$ cat config.mk
export PLATFORM = sky130hd
export DESIGN_NAME = wand_alloc_sync
export DESIGN_NICKNAME = d
export VERILOG_FILES = /design/src/rtl/wand_alloc_sync.sv
export SDC_FILE = /design/constraint.sdc
export NUM_CORES = 1
export LEC_CHECK = 0
export BUFFER_PORTS_ARGS = -buffer_cell sky130_fd_sc_hd__buf_2
export CORE_MARGIN = 5
export CORE_UTILIZATION = 40
export DETAILED_ROUTE_END_ITERATION = 7
export PLACE_DENSITY = 0.87
export SETUP_SLACK_MARGIN = 0.1
export SYNTH_ARGS = -nofsm -noshare
export SYNTH_HDL_FRONTEND = slang
export SYNTH_SLANG_ARGS = --single-unit
$ cat constraint.sdc
create_clock -name clk -period 0.9 [get_ports clk]
set_input_delay 0.18 -clock clk [delete_from_list [all_inputs] [get_ports clk]]
set_output_delay 0.18 -clock clk [all_outputs]
set_load 0.05 [all_outputs]
$ cat src/rtl/wand_alloc_sync.sv
module wand_alloc_sync #(
  parameter int NPORT = 8
) (
  input  logic             clk,
  input  logic             rst_n,
  input  logic [NPORT-1:0] req_seen,
  input  logic [NPORT-1:0] grant,
  input  logic [NPORT-1:0] done,
  input  logic [NPORT-1:0] line_rd,
  input  logic             stat_rd,
  output logic [NPORT-1:0] ctrl_pull,
  output logic [NPORT-1:0] in_use,
  output logic [NPORT-1:0] drop_flag,
  output logic [NPORT-1:0] block_flag
);

  logic [NPORT-1:0] attempt, claim, clash, lost;
  logic [NPORT-1:0] drop_keep, block_keep;

  assign attempt    = req_seen | grant;
  assign claim      = grant | (in_use & ~done);
  assign ctrl_pull  = attempt & ~claim;
  assign clash      = claim & ~line_rd;
  assign lost       = req_seen & ~grant;
  assign drop_keep  = stat_rd ? '0 : drop_flag;
  assign block_keep = stat_rd ? '0 : block_flag;

  always_ff @(posedge clk) begin
    if (!rst_n) begin
      in_use     <= '0;
      drop_flag  <= '0;
      block_flag <= '0;
    end else begin
      in_use     <= claim & line_rd;
      drop_flag  <= drop_keep | clash;
      block_flag <= block_keep | lost;
    end
  end

endmodule


==> flow_metrics.env <==
export IMPL_crit_chain="a21oi_4 > and2_4 > buf_8"
export IMPL_drt_iter0_drc=32
export IMPL_worstSetupStartpoint="in_use[6]"
export IMPL_stdcell_count=236
export IMPL_grt_pass1_wl_um=4690
export IMPL_cts_buffer_depth=2
export IMPL_insertion_delay_ns=0.29
export IMPL_worstSetupPathType="reg2out"
export IMPL_reg2reg_from="in_use[3]"
export IMPL_syn_area_um2=1010
export IMPL_die_height_um=60.2
export IMPL_post_route_min_period_ns=1.30
export IMPL_holdCritStartpoint="line_rd[3]"
export IMPL_synth_seq_cells=24
export IMPL_antenna_left=0
export IMPL_multi_input_area_um2=541
export IMPL_setup_viol=32
export IMPL_synth_largest_area_cell="dfxtp_1"
export IMPL_min_period_over_period_pct=145
export IMPL_skew_ns=0.00117
export IMPL_powerDensity_nw_per_um2=1230
export IMPL_cp_slowest_cell="dfxtp_4"
export IMPL_async_reset_ff_share_pct=0
export IMPL_layout_setup_ws_ns=-0.404
export IMPL_drt_wl_total_um=3270
export IMPL_clock_fmax_mhz=767
export IMPL_grt_pass1_vias=1081
export IMPL_cap_viol_max_count=0
export IMPL_synthesis_nets=159
export IMPL_place_worst_setup_slack_ns=-0.155
export IMPL_pin_count=67
export IMPL_crit_family="flip-flops"
export IMPL_startpoint_type="flop"
export IMPL_cts_inserted_buffers=3
export IMPL_drive_gt1_share_pct=64.1
export IMPL_crit_arrival_ns=1.12
export IMPL_htree_levels=1
export IMPL_rsz0062_at_grt="true"
export IMPL_clockRootBuffer="clkbuf_4"
export IMPL_cp_required_ns=0.72
export IMPL_vias=1094
export IMPL_die_area_um2=3630
export IMPL_clock_sinks=24
export IMPL_clk_pin_slew_ns=0.12
export IMPL_hold_violations=0
export IMPL_coreArea_um2=2450
export IMPL_relSlewSlack_pct=80.1
export IMPL_worst_pin_slew_ns=0.299
export IMPL_yosys_area_top_type_share_pct=47.6
export IMPL_via_per_inst=4.64
export IMPL_synth_edf_count=0
export IMPL_die_x_um=60.2
export IMPL_syn_avg_cell_area_um2=8.14
export IMPL_ir_drop_mv=0.926
export IMPL_drv_slew=0
export IMPL_leakage_nw=0.972
export IMPL_synth_seq_area_share_pct=47.6
export IMPL_endpoint_kind="primary output"
export IMPL_dpl_cell_area_um2=1560
export IMPL_critPathMaxStageDelay_ns=0.37
export IMPL_grt_ovfl_total=0
export IMPL_gp_congestion=0.703
export IMPL_first_pass_iters=4
export IMPL_start_util_pct=41.1
export IMPL_status="finished, violations left"
export IMPL_worstPathMaxFanout=2
export IMPL_yosysWarnings=0
export IMPL_final_area_um2=2050
export IMPL_yosysUniqueCellTypes=15
export IMPL_fillCellCount=150
export IMPL_register_area_um2=551
export IMPL_antenna_found_initial=0
export IMPL_synth_area_leaders="dfxtp_1 48%, and2_1 9.9%, inv_1 8.9%"
export IMPL_synthToLayoutAreaGrowth_pct=103
export IMPL_synth_common_cells="24 x dfxtp_1, 24 x inv_1, 16 x and2_1"
export IMPL_synth_main_ff_cell="dfxtp_1"
export IMPL_hpwl_um=2040
export IMPL_synthCells=124
export IMPL_rows=18
export IMPL_finalNetCount=243
export IMPL_grt_max_degree=17
export IMPL_violations="negative setup slack"
export IMPL_grt_usage_pct=17.0
export IMPL_hold_path_class="in2reg"
export IMPL_diodes=0
export IMPL_io_buffers=66
export IMPL_crit_buf_inv=1
export IMPL_drc=0
export IMPL_cts_tree="done"
export IMPL_post_drt_wl_per_cell_um=13.8
export IMPL_dp_cells=227
-- worst reg2reg max path, cell delays in order (launching register included) --
cell	delay, ns
dfxtp_4	0.37
a21oi_4	0.12
buf_4	0.12
buf_6	0.08
o21ai_1	0.06
-- cells in the final DEF, fill, tap and decap left out --
cell type   n
buf_6      12
buf_4       7
nor2_1      7
dfxtp_2     8
nor2_2      1
and2_1      8
nand3b_1    8
buf_2      34
dfxtp_4    16
buf_12      1
o22ai_2     2
o22ai_1     6
clkbuf_4    3
a21oi_4     8
or2b_1      3
o21ai_2     3
nand2b_1    5
nand2_1     8
buf_8      29
o21ai_1     5
inv_1      24
and2_4      8
-- path summary, 6_finish.rpt --
path,to,slack (ns),cells past startpoint
worst max-delay path,ctrl_pull[6],-0.40,3
worst min-delay path,in_use[3],0.08,3
worst max register to register,drop_flag[3],0.05,4
worst min register to register,drop_flag[2],0.49,2
-- routing by layer --
| layer | global-route usage (%) | vias up | part of all wire [%] | wire, um |
|---|---|---|---|---|
| met2 | 33.5 | 38 | 60 | 1950 |
| met4 | 1.90 | 0 | 0.43 | 14 |
| met3 | 3.89 | 2 | 6.6 | 215 |
| met1 | 18.5 | 500 | 33 | 1090 |
| met5 | 0 | - | 0 | 0 |
| li1 | - | 554 | - | - |
-- timing repair --
action | in CTS | in global routing
gates resized for setup | 88 | 35
setup buffers | 3 | 8
hold buffers | 0 | 0
pin swaps | 2 | 4
gates cloned | 0 | 0
endpoints found under the setup margin | 34 | 45
-- kinds of logic (layout without fill, tap and decap cells) --
group,count (synthesis),count (layout),synth area share (%)
buffers and inverters,28,110,12.4
and+or+nand+nor,48,48,27.1
DFF,24,24,47.6
AOI/OAI and AO/OA,24,24,12.9
-- report_power, final --
group          switching [mW]  internal, mW  total (mW)
logic                   0.497         0.431       0.928
registers              0.0574          1.10        1.16
clock network           0.282         0.156       0.438
total                   0.836          1.69        2.53
-- cell type report --
class / instances / area share [%]
clock buffers: 3 / 1.10
repair buffers: 83 / 39.6
multi-input cells: 72 / 26.3
inverters: 24 / 4.38
flip-flops and latches: 24 / 26.8
well taps: 30 / 1.83
-- registers in the layout, indices dropped and copies added (netlist names) --
register / count
block_flag: 8
drop_flag: 8
in_use: 8
-- through the flow --
step	util, %	power (mW)	hold slack [ns]	setup TNS, ns
2_1_floorplan	-	1.61	0.284	-0.561
3_3_place_gp	63.5	1.83	0.398	-0.924
3_5_place_dp	63.5	1.84	0.404	-1.05
4_1_cts	76.7	2.45	0.0750	-5.79
5_1_grt	83.7	2.66	0.0690	-7.15
6_report	83.7	2.53	0.0850	-5.80
(Power assumes the default switching activity.)
